**config.mk**
```make
export PLATFORM = sky130hd
export DESIGN_NAME = tile_edge_hasher
export DESIGN_NICKNAME = d
export VERILOG_FILES = /design/src/rtl/tile_hash_pkg.sv /design/src/rtl/tile_perm_ram.sv /design/src/rtl/tile_coord_split.sv /design/src/rtl/tile_hash_seq.sv /design/src/rtl/tile_edge_hasher.sv
export SDC_FILE = /design/constraint.sdc
export NUM_CORES = 1
export LEC_CHECK = 0
export CORE_MARGIN = 2
export CORE_UTILIZATION = 35
export CTS_CLUSTER_DIAMETER = 150
export DETAILED_ROUTE_END_ITERATION = 12
export GPL_TIMING_DRIVEN = 0
export PLACE_DENSITY = 0.57
export SLEW_MARGIN = 20
export SYNTH_ARGS = -nofsm -noshare
export SYNTH_HDL_FRONTEND = slang
export SYNTH_SLANG_ARGS = --single-unit
```
**constraint.sdc**
```tcl
create_clock -name clk -period 3.01 [get_ports clk]
set_input_delay 0.602 -clock clk [delete_from_list [all_inputs] [get_ports clk]]
set_output_delay 0.602 -clock clk [all_outputs]
set_load 0.02 [all_outputs]
```
**src/rtl/tile_hash_pkg.sv**
```systemverilog
// Shared types and helpers for the tile edge color hasher.
// Assumes: all counts handed to the helpers are small non-negative widths.
package tile_hash_pkg;

    // Lookup sequence, one state per table read plus idle and finish.
    typedef enum logic [2:0] {
        ST_IDLE,
        ST_RD_X,
        ST_RD_Y,
        ST_RD_S,
        ST_RD_N,
        ST_RD_W,
        ST_RD_E,
        ST_DONE
    } seq_state_t;

    // Address width of the table: the wider of the two tile-count widths.
    function automatic int tbl_aw(input int log_mh, input int log_mv);
        return (log_mh > log_mv) ? log_mh : log_mv;
    endfunction

endpackage

```
**src/rtl/tile_perm_ram.sv**
```systemverilog
// Single-port permutation table with registered read.
// A write wins the port. In a write cycle the read register keeps its value,
// so a stalled reader still finds its earlier data.
// Assumes: the contents are undefined until software writes them.
module tile_perm_ram #(
    parameter int AW = 3,
    parameter int DW = 3
) (
    input  logic          clk,
    input  logic          rst_n,
    input  logic          we,
    input  logic          re,
    input  logic [AW-1:0] addr,
    input  logic [DW-1:0] wdata,
    output logic [DW-1:0] rdata
);
    localparam int DEPTH = 1 << AW;

    logic [DW-1:0] mem [DEPTH];

    // Store a written entry.
    always_ff @(posedge clk) begin
        if (we) begin
            mem[addr] <= wdata;
        end
    end

    // Registered read, held during write cycles.
    always_ff @(posedge clk) begin
        if (!rst_n) begin
            rdata <= '0;
        end else if (re && !we) begin
            rdata <= mem[addr];
        end
    end
endmodule

```
**src/rtl/tile_coord_split.sv**
```systemverilog
// Splits one fractional coordinate into a tile index and an in-tile offset
// for a power-of-two tile count. Multiplying by the count is a shift.
// Assumes: LOG_M < FRAC_W.
module tile_coord_split #(
    parameter int FRAC_W = 12,
    parameter int LOG_M  = 3
) (
    input  logic [FRAC_W-1:0] coord,
    output logic [LOG_M-1:0]  tile,
    output logic [FRAC_W-1:0] offset
);
    localparam int REM_W = FRAC_W - LOG_M;

    // The top bits are the integer part after scaling, already reduced mod M.
    assign tile   = coord[FRAC_W-1 -: LOG_M];
    // The remaining bits, moved up, form the fractional part after scaling.
    assign offset = {coord[REM_W-1:0], {LOG_M{1'b0}}};
endmodule

```
**src/rtl/tile_hash_seq.sv**
```systemverilog
// Runs the six distinct table reads of one request through a single port.
// H[x] and H[2y] are each read once and reused.
// A stall (the port taken by a write) freezes any read state.
// Assumes: the table data width equals its address width, and color widths
// are no wider than that.
module tile_hash_seq
    import tile_hash_pkg::*;
#(
    parameter int LOG_MH = 3,
    parameter int LOG_MV = 2,
    parameter int LOG_KH = 1,
    parameter int LOG_KV = 2,
    parameter int AW     = 3
) (
    input  logic              clk,
    input  logic              rst_n,
    input  logic              start,
    input  logic [LOG_MH-1:0] x_in,
    input  logic [LOG_MV-1:0] y_in,
    input  logic              stall,
    output logic              rd_en,
    output logic [AW-1:0]     rd_addr,
    input  logic [AW-1:0]     rd_data,
    output logic              busy,
    output logic              fin,
    output logic              res_valid,
    output logic [LOG_MH-1:0] res_x,
    output logic [LOG_MV-1:0] res_y,
    output logic [LOG_KH-1:0] res_s,
    output logic [LOG_KH-1:0] res_n,
    output logic [LOG_KV-1:0] res_w,
    output logic [LOG_KV-1:0] res_e
);
    seq_state_t        state;
    logic [LOG_MH-1:0] x_q;
    logic [LOG_MV-1:0] y_q;
    logic [LOG_MH-1:0] x_nxt;
    logic [LOG_MV-1:0] y_nxt;
    logic [AW-1:0]     hx_q;
    logic [AW-1:0]     hy_q;
    logic [LOG_KH-1:0] cs_q;
    logic [LOG_KH-1:0] cn_q;
    logic [LOG_KV-1:0] cw_q;
    logic              reading;
    logic              advance;

    // Neighbour indices, wrapped by the natural width.
    assign x_nxt = x_q + LOG_MH'(1);
    assign y_nxt = y_q + LOG_MV'(1);

    assign reading = (state != ST_IDLE) && (state != ST_DONE);
    assign advance = !(reading && stall);
    assign rd_en   = reading && !stall;
    assign busy    = (state != ST_IDLE);
    assign fin     = (state == ST_DONE);

    // Address for the read issued in the current state.
    always_comb begin
        unique case (state)
            ST_RD_X: rd_addr = AW'(x_q);
            ST_RD_Y: rd_addr = AW'({y_q, 1'b0});
            ST_RD_S: rd_addr = hx_q + AW'(y_q);
            ST_RD_N: rd_addr = hx_q + AW'(y_nxt);
            ST_RD_W: rd_addr = AW'(x_q) + hy_q;
            ST_RD_E: rd_addr = AW'(x_nxt) + hy_q;
            default: rd_addr = '0;
        endcase
    end

    // State walk: accept, issue reads, finish.
    always_ff @(posedge clk) begin
        if (!rst_n) begin
            state <= ST_IDLE;
        end else if (state == ST_IDLE) begin
            if (start) state <= ST_RD_X;
        end else if (state == ST_DONE) begin
            state <= ST_IDLE;
        end else if (advance) begin
            state <= seq_state_t'(state + 3'd1);
        end
    end

    // Latch the tile index on accept and capture each returning read.
    always_ff @(posedge clk) begin
        if (!rst_n) begin
            x_q  <= '0;
            y_q  <= '0;
            hx_q <= '0;
            hy_q <= '0;
            cs_q <= '0;
            cn_q <= '0;
            cw_q <= '0;
        end else begin
            if (state == ST_IDLE && start) begin
                x_q <= x_in;
                y_q <= y_in;
            end
            if (advance) begin
                case (state)
                    ST_RD_Y: hx_q <= rd_data;
                    ST_RD_S: hy_q <= rd_data;
                    ST_RD_N: cs_q <= rd_data[LOG_KH-1:0];
                    ST_RD_W: cn_q <= rd_data[LOG_KH-1:0];
                    ST_RD_E: cw_q <= rd_data[LOG_KV-1:0];
                    default: ;
                endcase
            end
        end
    end

    // Publish the finished result for one cycle; values hold afterwards.
    always_ff @(posedge clk) begin
        if (!rst_n) begin
            res_valid <= 1'b0;
            res_x     <= '0;
            res_y     <= '0;
            res_s     <= '0;
            res_n     <= '0;
            res_w     <= '0;
            res_e     <= '0;
        end else begin
            res_valid <= fin;
            if (fin) begin
                res_x <= x_q;
                res_y <= y_q;
                res_s <= cs_q;
                res_n <= cn_q;
                res_w <= cw_q;
                res_e <= rd_data[LOG_KV-1:0];
            end
        end
    end
endmodule

```
**src/rtl/tile_edge_hasher.sv**
```systemverilog
// Top of the virtual tile edge color hasher. It splits the coordinates into
// tile and offset, runs the chained table hash through a single-port table,
// and returns the tile, offset and four edge colors with a one-cycle pulse.
// Table writes win the port and stall any pending read.
// Assumes: power-of-two tile and color counts, Kh and Kv at most the table size.
module tile_edge_hasher
    import tile_hash_pkg::*;
#(
    parameter int FRAC_W = 12,
    parameter int LOG_MH = 3,
    parameter int LOG_MV = 2,
    parameter int LOG_KH = 1,
    parameter int LOG_KV = 2,
    localparam int TBL_AW = tbl_aw(LOG_MH, LOG_MV)
) (
    input  logic              clk,
    input  logic              rst_n,
    input  logic              in_valid,
    output logic              in_ready,
    input  logic [FRAC_W-1:0] in_s,
    input  logic [FRAC_W-1:0] in_t,
    input  logic              tbl_we,
    input  logic [TBL_AW-1:0] tbl_addr,
    input  logic [TBL_AW-1:0] tbl_data,
    output logic              out_valid,
    output logic [LOG_MH-1:0] out_tile_h,
    output logic [LOG_MV-1:0] out_tile_v,
    output logic [FRAC_W-1:0] out_off_h,
    output logic [FRAC_W-1:0] out_off_v,
    output logic [LOG_KH-1:0] out_south,
    output logic [LOG_KH-1:0] out_north,
    output logic [LOG_KV-1:0] out_west,
    output logic [LOG_KV-1:0] out_east
);
    logic [LOG_MH-1:0] tile_h;
    logic [LOG_MV-1:0] tile_v;
    logic [FRAC_W-1:0] off_h;
    logic [FRAC_W-1:0] off_v;
    logic [FRAC_W-1:0] off_h_q;
    logic [FRAC_W-1:0] off_v_q;
    logic              busy;
    logic              fin;
    logic              accept;
    logic              rd_en;
    logic [TBL_AW-1:0] rd_addr;
    logic [TBL_AW-1:0] rd_data;
    logic [TBL_AW-1:0] ram_addr;

    assign in_ready = !busy;
    assign accept   = in_valid && in_ready;
    assign ram_addr = tbl_we ? tbl_addr : rd_addr;

    tile_coord_split #(.FRAC_W(FRAC_W), .LOG_M(LOG_MH)) u_split_h (
        .coord  (in_s),
        .tile   (tile_h),
        .offset (off_h)
    );

    tile_coord_split #(.FRAC_W(FRAC_W), .LOG_M(LOG_MV)) u_split_v (
        .coord  (in_t),
        .tile   (tile_v),
        .offset (off_v)
    );

    tile_perm_ram #(.AW(TBL_AW), .DW(TBL_AW)) u_table (
        .clk   (clk),
        .rst_n (rst_n),
        .we    (tbl_we),
        .re    (rd_en),
        .addr  (ram_addr),
        .wdata (tbl_data),
        .rdata (rd_data)
    );

    tile_hash_seq #(
        .LOG_MH (LOG_MH),
        .LOG_MV (LOG_MV),
        .LOG_KH (LOG_KH),
        .LOG_KV (LOG_KV),
        .AW     (TBL_AW)
    ) u_seq (
        .clk       (clk),
        .rst_n     (rst_n),
        .start     (in_valid),
        .x_in      (tile_h),
        .y_in      (tile_v),
        .stall     (tbl_we),
        .rd_en     (rd_en),
        .rd_addr   (rd_addr),
        .rd_data   (rd_data),
        .busy      (busy),
        .fin       (fin),
        .res_valid (out_valid),
        .res_x     (out_tile_h),
        .res_y     (out_tile_v),
        .res_s     (out_south),
        .res_n     (out_north),
        .res_w     (out_west),
        .res_e     (out_east)
    );

    // Keep the offsets of the accepted request while its lookups run.
    always_ff @(posedge clk) begin
        if (!rst_n) begin
            off_h_q <= '0;
            off_v_q <= '0;
        end else if (accept) begin
            off_h_q <= off_h;
            off_v_q <= off_v;
        end
    end

    // Publish the offsets together with the colors.
    always_ff @(posedge clk) begin
        if (!rst_n) begin
            out_off_h <= '0;
            out_off_v <= '0;
        end else if (fin) begin
            out_off_h <= off_h_q;
            out_off_v <= off_v_q;
        end
    end
endmodule

```
==> run summary, run 1 <==
Status -> completed
Die Width -> 116 µm
H-tree depth -> 3
Clock transition at path regs -> 0.06 ns
Top Usage Layer GRT -> met2
Clk buf depth -> 2
GR Layer Usage met2 -> 0.264
Critical R2R Launch -> u_seq.state[1]
Hpwl dp -> 7200 µm
Synth top area cells -> dfxtp_1 (33%), edfxtp_1 (17%), mux2i_1 (9.7%), nor2b_1 (6.6%), nand2_1 (5.3%)
Hold WC Path Type -> reg2reg
Placer Congestion -> 0.878
Slew at the pin with the worst max-slew slack -> 0.798 ns
Dominant cell type by area after synthesis -> dfxtp_1
Antenna Nets Post-Route -> 0
First-pass DRT Iterations -> 4
Vias in the first global route -> 3162
P_leak -> 0.00196 µW
CTS tree -> done
RSZ-0062 raised after global routing -> no
Fraction of layout cells with a size suffix above 1 -> 0.104
Final std cells w/o fill -> 687
R2R depth -> 12
R2r endpoint -> u_table.mem[0][2]
Routed wire per std cell -> 14.3 µm
Placed insts -> 666
GR Util met1 -> 0.193
Initial antenna violation count -> 0
Largest net degree at the start of global routing -> 16
Worst EP arrival -> 2.85 ns
GRT Total Usage -> 0.155
Hold depth -> 2
Vias/cell -> 4.66
Met3 Usage GRT -> 0.0366
Critical Path Sink Type -> flip-flop
# nets final -> 560
CTS Buf Count -> 9
Max Freq -> 355 MHz
Syn Area/Cell -> 10.1 µm²
Fin crit share -> 0.935
Post-synth EDFFs -> 24
Global-route wire length before repair -> 15900 µm
YS warnings -> 0
Initial core utilization -> 0.361
GRT Residual Overflow -> 0
N_diodes -> 0
MaxCap Viol Count -> 0
Sink Count -> 95
Hold Path End -> off_h_q[8]
Max incr delay on CP -> 0.36 ns
Area growth syn-to-layout -> 29.1%
Yosys reg bits -> 95
DRC Markers -> 0
Cell Area, Synth -> 4350 µm²
Pwr Density -> 514 nW/µm²
FILL cells -> 1202
Final hold viol count -> 0
Unique masters post-synth -> 41
IO Port Bufs -> 65
R2R Setup Slk -> 0.19 ns
Worst path slowest cell -> fa_2
Maximum vdd drop -> 0.389 mV
Final slew viol count -> 0
WS Path Type -> reg2reg
FFs w/ async S/R, synth -> 0
Prevailing post-synth register cell -> dfxtp_1
Setup Total Neg Slack -> 0 ns
Routed WL -> 9800 µm
Layout Skew -> 0.00506 ns
Critical path, cell by cell -> inv_2 > ha_4 > nand2_1 > xnor2_1 > ha_1 > fa_2 > xnor2_2 > o22ai_1 > o31a_1 > or2_1 > buf_6 > nor3b_4
Top-level I/O count -> 71
Endpoints failing setup -> 0
Mapped Cells -> 429
CP Launch Point -> u_seq.state[1]
Most common cell in the netlist -> dfxtp_1
CTS root buffer -> clkbuf_16
Fin crit period -> 2.82 ns
Die H -> 116 µm
Worst-Skew Late Latency -> 0.35 ns
Minimum hold slack -> 0.466 ns
Top-area cell type share of the netlist area -> 0.327
Post-synthesis sequential area ratio -> 0.492
Die area -> 13300 µm²
Largest fanout on the critical path -> 10
CORE AREA -> 12100 µm²
Critical Path Start Type -> flip-flop
Hold Crit Start -> off_h_q[8]
# rows -> 40
Top cells by count, synth -> dfxtp_1 (71), nand2_1 (61), nor2b_1 (46)
DRT iter0 DRCs -> 140
Max_slew headroom -> 0.464
Critical Path RT -> 3.04 ns
Vias post-DR -> 3204
routing by layer:
metal | wire, µm | vias up
li1 | - | 1643
met1 | 4550 | 1467
met2 | 4520 | 84
met3 | 587 | 10
met4 | 138 | 0
met5 | 0 | -
layout make-up:
| cell class | count | area [µm²] | area share |
|---|---|---|---|
| Multi-Input combinational cell | 296 | 2080 | 0.371 |
| Clock buffer | 10 | 229 | 0.0408 |
| Clock inverter | 6 | 60.1 | 0.0107 |
| Sequential cell | 95 | 2140 | 0.382 |
| Buffer | 31 | 161 | 0.0287 |
| Timing Repair Buffer | 70 | 688 | 0.122 |
| Inverter | 11 | 41.3 | 0.00735 |
| Tap cell | 168 | 210 | 0.0374 |
report_power, final:
| group | switching [µW] | internal [µW] |
|---|---|---|
| combinational | 207 | 166 |
| clock | 477 | 641 |
| sequential | 39.6 | 1360 |
sequential cells by signal, indices dropped and copies added (netlist names), 3 cells and up:
register / cells
off_v_q: 10
u_seq.res_x: 3
u_seq.x_q: 3
u_table.mem: 24
out_off_v: 10
u_seq.hy_q: 3
out_off_h: 9
u_seq.state: 3
u_seq.hx_q: 3
u_table.rdata: 3
off_h_q: 9
worst max-delay path: cells and delay by family (launching register included):
kind | cells | cell delay [ns]
fa+ha+maj | 3 | 0.72
xor+xnor | 2 | 0.24
flops | 1 | 0.35
buf+inv | 2 | 0.23
simple gates | 3 | 0.54
compound gates | 2 | 0.42
kinds of logic (layout without fill, tap and decap cells):
group	after synthesis	count (layout)	share of synthesized area
AO/OA/AOI/OAI	79	79	0.125
XOR/XNOR	4	4	0.00978
adder cells (fa/ha/maj)	12	12	0.0397
buffers and inverters	42	128	0.0443
flip-flops	95	95	0.492
multiplexers	52	52	0.122
other	1	5	0.000861
AND/OR/NAND/NOR	144	144	0.166
worst max path at each step:
stage | to | slack, ns | depth (start not counted)
after floorplan | u_table.mem[2][0] | -0.003 | 12
after global placement | u_table.mem[0][0] | -0.38 | 12
after detailed placement | u_table.mem[0][0] | -0.49 | 12
after CTS | u_table.mem[0][1] | 0.006 | 12
after global routing | u_table.mem[0][1] | 0.03 | 12
final | u_table.mem[0][2] | 0.19 | 12
placed cells by master, fill, tap and decap left out, types with 11 or more instances in the layout:
cell type / n
o211ai_1: 13
dfxtp_1: 69
clkdlybuf4s50_1: 65
nand2_1: 61
nand3_1: 11
a21boi_0: 27
edfxtp_1: 24
o21ai_0: 11
nor2b_1: 46
mux2i_1: 42
clkbuf_1: 21
what timing repair did:
action,CTS,global route
pin swaps,4,3
setup endpoints to repair,18,18
hold buffers,0,0
resized for setup,11,5
buffers inserted,3,2
metrics by stage:
step	util	worst slack (ns)	cell area (µm²)	power, µW
2_1_floorplan	-	-0.00292	4370	1640
3_3_place_gp	0.434	-0.377	5230	1780
3_5_place_dp	0.434	-0.487	5230	1780
4_1_cts	0.463	0.00640	5590	2920
5_1_grt	0.466	0.0316	5620	3020
6_report	0.466	0.195	5620	2890
No activity file was read; power rests on OpenSTA's default activity.
==> run 2: changes to the inputs <==
--- a/config.mk
+++ b/config.mk
@@ -11,7 +11,7 @@
 export DETAILED_ROUTE_END_ITERATION = 12
 export GPL_TIMING_DRIVEN = 0
 export PLACE_DENSITY = 0.57
-export SLEW_MARGIN = 20
+export SLEW_MARGIN = 30
 export SYNTH_ARGS = -nofsm -noshare
 export SYNTH_HDL_FRONTEND = slang
 export SYNTH_SLANG_ARGS = --single-unit
==> constraint.sdc (replaced) <==
create_clock -name clk -period 2.5 [get_ports clk]
set_input_delay 0.5 -clock clk [delete_from_list [all_inputs] [get_ports clk]]
set_output_delay 0.5 -clock clk [all_outputs]
set_load 0.02 [all_outputs]
==> run 2 against run 1 <==
The run now ends with setup timing left; maximum frequency grew 3.1%; non-clock buffer count up 10; sequential share of layout area is 1.2 points lower; global-route usage up 0.65 points; clock power increased by 28%; combinational power rose by 35%; sequential power grew 20%; via count up 1.8%; critical endpoint is now u_table.mem[2][1]; largest cell class is now multi-input gates.
==> run summary, run 2 (synthesized netlist as in run 1, its figures left out) <==
Die H -> 116 µm (unchanged)
Routed WL -> 10400 µm (+6.0%)
Initial antenna violation count -> 0 (unchanged)
Die area -> 13300 µm² (unchanged)
CORE AREA -> 12100 µm² (unchanged)
RSZ-0062 raised after global routing -> yes
CTS tree -> done
Max Freq -> 366 MHz (+3.1%)
GRT Residual Overflow -> 0 (unchanged)
WS Path Type -> reg2reg
Maximum vdd drop -> 0.462 mV (+19%)
Die Width -> 116 µm (unchanged)
Top-level I/O count -> 71 (unchanged)
Global-route wire length before repair -> 16700 µm (+4.9%)
Fin crit period -> 2.73 ns (-0.0848 ns)
Commonest non-fill, non-tap cells in the layout -> dfxtp_1 (67), clkdlybuf4s50_1 (64), nand2_1 (59)
Post-route cell area -> 5810 µm² (+3.5%)
Max reg flops -> 24 (unchanged)
Largest net degree at the start of global routing -> 17 (+1)
Worst EP arrival -> 2.76 ns (-0.09 ns)
Critical Path RT -> 2.53 ns (-0.51 ns)
Initial core utilization -> 0.361 (unchanged)
Slew at the pin with the worst max-slew slack -> 0.767 ns (-0.0309 ns)
Routed wire per std cell -> 14.9 µm (+4.5%)
Vias/cell -> 4.68 (+0.35%)
Fin crit share -> 1.09 (+0.157)
MaxCap Viol Count -> 0 (unchanged)
N_diodes -> 0 (unchanged)
Worst-Skew Late Latency -> 0.34 ns (about the same)
GRT Total Usage -> 0.162 (+0.00653)
IO Port Bufs -> 65 (unchanged)
Most common cell after layout, fill and taps aside -> dfxtp_1
Area growth syn-to-layout -> 33.6%
Endpoints failing setup -> 24 (+24)
Final hold viol count -> 0 (unchanged)
Final slew viol count -> 0 (unchanged)
Final WS setup -> -0.230 ns (-0.425 ns)
Clock transition at path regs -> 0.07 ns (about the same)
Sink Count -> 95 (unchanged)
First-pass DRT Iterations -> 4 (unchanged)
# nets final -> 570 (+1.8%)
Failing checks -> setup timing
Status -> finished with violations
Placer Congestion -> 0.803 (-8.5%)
Placed Area -> 5290 µm² (+1.2%)
Layout Skew -> 0.00666 ns (+0.00160 ns)
# rows -> 40 (unchanged)
Hold WC Path Type -> reg2reg
Hpwl dp -> 7360 µm (+2.3%)
Clk buf depth -> 2 (unchanged)
Vias post-DR -> 3262 (+1.8%)
CTS root buffer -> clkbuf_16
Regs by FF count -> u_table.mem x24, off_v_q x10, out_off_v x10
Antenna Nets Post-Route -> 0 (unchanged)
Vias in the first global route -> 3398 (+7.5%)
Critical Path Start Type -> flip-flop
Pre-CTS worst setup slack -> -0.406 ns (+0.0812 ns)
Largest fanout on the critical path -> 5 (-5)
Largest register by flop count -> u_table.mem
H-tree depth -> 3 (unchanged)
DRC Markers -> 0 (unchanged)
CTS Buf Count -> 9 (unchanged)
DRT iter0 DRCs -> 221 (+58%)
P_leak -> 0.00204 µW (+4.2%)
Max_slew headroom -> 0.489 (+0.0247)
Critical Path Sink Type -> flip-flop
Fraction of layout cells with a size suffix above 1 -> 0.149 (+0.0453)
Pwr Density -> 622 nW/µm² (+21%)
==> run 2: worst paths after layout <==
check                      start                end  slack (ns)  cells after the start
hold reg to reg      off_v_q[10]        off_v_q[10]        0.46                      2
hold / removal       off_v_q[10]        off_v_q[10]        0.46                      2
setup / recovery  u_seq.state[0]  u_table.mem[2][1]       -0.23                     12
setup reg to reg  u_seq.state[0]  u_table.mem[2][1]       -0.23                     12
==> run 2: layer usage <==
layer  part of all wire  vias up  track usage
met4              0.019        0       0.0715
met5                  0        -            0
met1               0.49     1510        0.211
met3              0.042       16       0.0329
li1                   -     1659            -
met2               0.45       77        0.260
==> run 2: layout make-up <==
cell class	count	area, µm²
plain buffers	30	163
clock inverters	5	60.1
well taps	168	210
clock buffers	11	254
repair buffers	81	767
multi-input cells	296	2160
flip-flops and latches	95	2150
fillers	1148	6250
inverters	11	46.3
==> run 2: worst max-delay path, cell delays in order, from the launching register on <==
cell and delay, ns:
dfxtp_4 0.36, inv_4 0.06, ha_4 0.16, nand2_2 0.05, xnor2_1 0.12, ha_2 0.18, fa_2 0.35, xnor2_2 0.16
o22ai_1 0.08, o31a_1 0.27, or2_1 0.24, buf_6 0.14, nor3b_4 0.25
==> run 2: repair_timing <==
item,4_1_cts,5_1_grt
setup endpoints to repair,28,40
pin swaps,11,6
gates cloned,1,0
resized for setup,15,10
setup buffers,9,7
hold endpoints to repair,0,0
hold buffers,0,0
==> run 2: where the power goes <==
part | internal (µW) | switching [µW]
Sequential | 1630 | 46.5
Combinational | 228 | 276
Clock | 843 | 588
Total | 2700 | 910
==> run 2: stage by stage <==
stage	power, µW	hold slack, ns	util	instances	TNS (ns)
after floorplan	1990	0.443	-	433	-1.53
after global placement	2160	0.450	0.439	666	-8.95
after detailed placement	2170	0.460	0.439	666	-9.48
after CTS	3630	0.469	0.475	692	-4.02
after global routing	3790	0.489	0.482	697	-5.89
final	3610	0.465	0.482	697	-3.07
==> run 3: changes to the inputs <==
--- a/config.mk
+++ b/config.mk
@@ -6,11 +6,12 @@
 export NUM_CORES = 1
 export LEC_CHECK = 0
 export CORE_MARGIN = 2
-export CORE_UTILIZATION = 35
+export CORE_UTILIZATION = 45
+export CTS_BUF_LIST = sky130_fd_sc_hd__clkbuf_16
 export CTS_CLUSTER_DIAMETER = 150
 export DETAILED_ROUTE_END_ITERATION = 12
 export GPL_TIMING_DRIVEN = 0
-export PLACE_DENSITY = 0.57
+export PLACE_DENSITY = 0.71
 export SLEW_MARGIN = 30
 export SYNTH_ARGS = -nofsm -noshare
 export SYNTH_HDL_FRONTEND = slang
==> run 3 against run 2 <==
The flow still finishes with violations (setup timing); worst hold slack improved by 0.00076 ns; critical path depth did not move; critical path type unchanged; largest cell class is now sequential cells; first-iteration DRC count rose by 24%; register-to-register slack got worse by 0.07 ns; highest routed layer unchanged; non-clock buffer count did not move.
==> run summary, run 3 (synthesized netlist as in run 1, its figures left out) <==
Status -> finished with violations
Failing checks -> setup timing
Die Width -> 102 µm (-11%)
Hold buffer count at CTS -> 0 (unchanged)
CORE AREA -> 9330 µm² (-23%)
Pre-CTS worst setup slack -> -0.422 ns (-0.0161 ns)
R2R Setup Slk -> -0.31 ns (-0.07 ns)
Final hold viol count -> 0 (unchanged)
Critical R2R Launch -> u_seq.state[1]
Placer Congestion -> 0.818 (+1.8%)
CTS tree -> done
DR WL met2 -> 4770 µm (+1.4%)
Largest net degree at the start of global routing -> 16 (-1)
Slew at the pin with the worst max-slew slack -> 0.772 ns (+0.00547 ns)
Setup Total Neg Slack -> -3.98 ns (-0.916 ns)
Routed wire per std cell -> 15.3 µm (+2.8%)
# nets final -> 570 (unchanged)
Top sig layer -> met4
Antenna Nets Post-Route -> 0 (unchanged)
Commonest non-fill, non-tap cells in the layout -> dfxtp_1 (68), clkdlybuf4s50_1 (64), nand2_1 (60)
Hpwl dp -> 6980 µm (-5.2%)
Clock transition at path regs -> 0.06 ns (about the same)
Maximum vdd drop -> 0.353 mV (-24%)
Critical Path Sink Type -> flip-flop
Final slew viol count -> 0 (unchanged)
Endpoints failing setup -> 27 (+13%)
Fin crit period -> 2.81 ns (+0.0748 ns)
Top-level I/O count -> 71 (unchanged)
Critical Path RT -> 2.53 ns (about the same)
Fin crit share -> 1.12 (+0.0299)
H-tree depth -> 3 (unchanged)
Most common cell after layout, fill and taps aside -> dfxtp_1
Max Freq -> 356 MHz (-2.7%)
Clk buf depth -> 2 (unchanged)
Pwr Density -> 601 nW/µm² (-3.3%)
Final std cells w/o fill -> 658 (-5.6%)
Placed insts -> 627 (-5.9%)
DRC Markers -> 0 (unchanged)
Critical Path Start Type -> flip-flop
CP Capture Point -> u_table.mem[0][0]
Regs by FF count -> u_table.mem x24, off_v_q x10, out_off_v x10
# rows -> 35 (-13%)
Final WS setup -> -0.305 ns (-0.0748 ns)
Sink Count -> 95 (unchanged)
GRT Residual Overflow -> 0 (unchanged)
R2r endpoint -> u_table.mem[0][0]
Global-route wire length before repair -> 16300 µm (-2.4%)
Vias/cell -> 5.14 (+9.7%)
Worst-Skew Late Latency -> 0.34 ns (about the same)
First-pass DRT Iterations -> 4 (unchanged)
Initial antenna violation count -> 0 (unchanged)
M1 WL -> 4610 µm (-8.6%)
DRT iter0 DRCs -> 275 (+24%)
Max reg flops -> 24 (unchanged)
Met3 routed WL -> 545 µm (+24%)
N_diodes -> 0 (unchanged)
Largest fanout on the critical path -> 5 (unchanged)
IO Port Bufs -> 65 (unchanged)
R2R depth -> 12 (unchanged)
Routed WL -> 10100 µm (-3.0%)
Worst EP arrival -> 2.83 ns (+0.07 ns)
Hold WC Path Type -> reg2reg
GRT Total Usage -> 0.201 (+0.0398)
Area growth syn-to-layout -> 31.0%
Layout Skew -> 0.00802 ns (+0.00135 ns)
Die area -> 10500 µm² (-22%)
MaxCap Viol Count -> 0 (unchanged)
WS Path Type -> reg2reg
Largest register by flop count -> u_table.mem
Die H -> 102 µm (-11%)
P_leak -> 0.00204 µW (-0.29%)
Vias post-DR -> 3379 (+3.6%)
Total power -> 3430 µW (-5.1%)
Initial core utilization -> 0.467 (+0.106)
CTS Buf Count -> 9 (unchanged)
RSZ-0062 raised after global routing -> yes
Vias in the first global route -> 3308 (-2.6%)
CTS root buffer -> clkbuf_16
CP Launch Point -> u_seq.state[1]
Fraction of layout cells with a size suffix above 1 -> 0.144 (-0.00567)
Max_slew headroom -> 0.481 (-0.00761)
run 3: through the flow:
| stage | area [µm²] | hold WS [ns] | utilization |
|---|---|---|---|
| finish | 5700 | 0.465 | 0.612 |
| global route | 5700 | 0.490 | 0.612 |
| CTS | 5650 | 0.467 | 0.606 |
| detailed placement | 5240 | 0.459 | 0.562 |
| global placement | 5240 | 0.450 | 0.562 |
| floorplan | 4430 | 0.443 | - |
run 3: what timing repair did:
item                       CTS  global route
gates cloned                 1             0
setup endpoints to repair   28            38
pin swaps                    9            14
buffers inserted            12             4
resized for setup           12            10
run 3: worst min-delay path by stage:
stage / startpoint / to / slack (ns) / cells after the start
finish: off_h_q[9] / off_h_q[9] / 0.47 / 2
CTS: off_h_q[8] / off_h_q[8] / 0.47 / 2
global route: off_v_q[10] / off_v_q[10] / 0.49 / 2
floorplan: off_h_q[3] / off_h_q[3] / 0.44 / 2
detailed placement: off_v_q[10] / off_v_q[10] / 0.46 / 2
global placement: off_v_q[4] / off_v_q[4] / 0.45 / 2
run 3: critical path, stage by stage, from the launching register on:
cell and delay, ns:
dfxtp_2 0.32, inv_2 0.07, ha_4 0.17, nand2_4 0.06, xnor2_2 0.12, ha_2 0.20, fa_2 0.40, xnor2_2 0.15
o22ai_1 0.08, o31a_1 0.27, or2_4 0.26, buf_6 0.14, nor3b_4 0.24
run 3: area by class of cell:
class                   instances  area (µm²)
multi-input cells             296        2140
plain buffers                  30         160
clock inverters                 7        40.0
flip-flops and latches         95        2150
well taps                     129         161
clock buffers                   9         225
inverters                      11        43.8
repair buffers                 81         781
fillers                       811        3620
run 3: routing by layer:
layer | vias to the layer above | global-route usage
met5 | - | 0
li1 | 1664 | -
met2 | 108 | 0.332
met3 | 16 | 0.0397
met1 | 1591 | 0.269
met4 | 0 | 0.0605
run 3: power breakdown:
group / leakage [µW] / internal (µW) / switching, µW / total [µW]
sequential: 0.000796 / 1630 / 44.7 / 1680
combinational: 0.00110 / 236 / 281 / 517
clock: 0.000136 / 666 / 568 / 1230
total: 0.00204 / 2540 / 894 / 3430
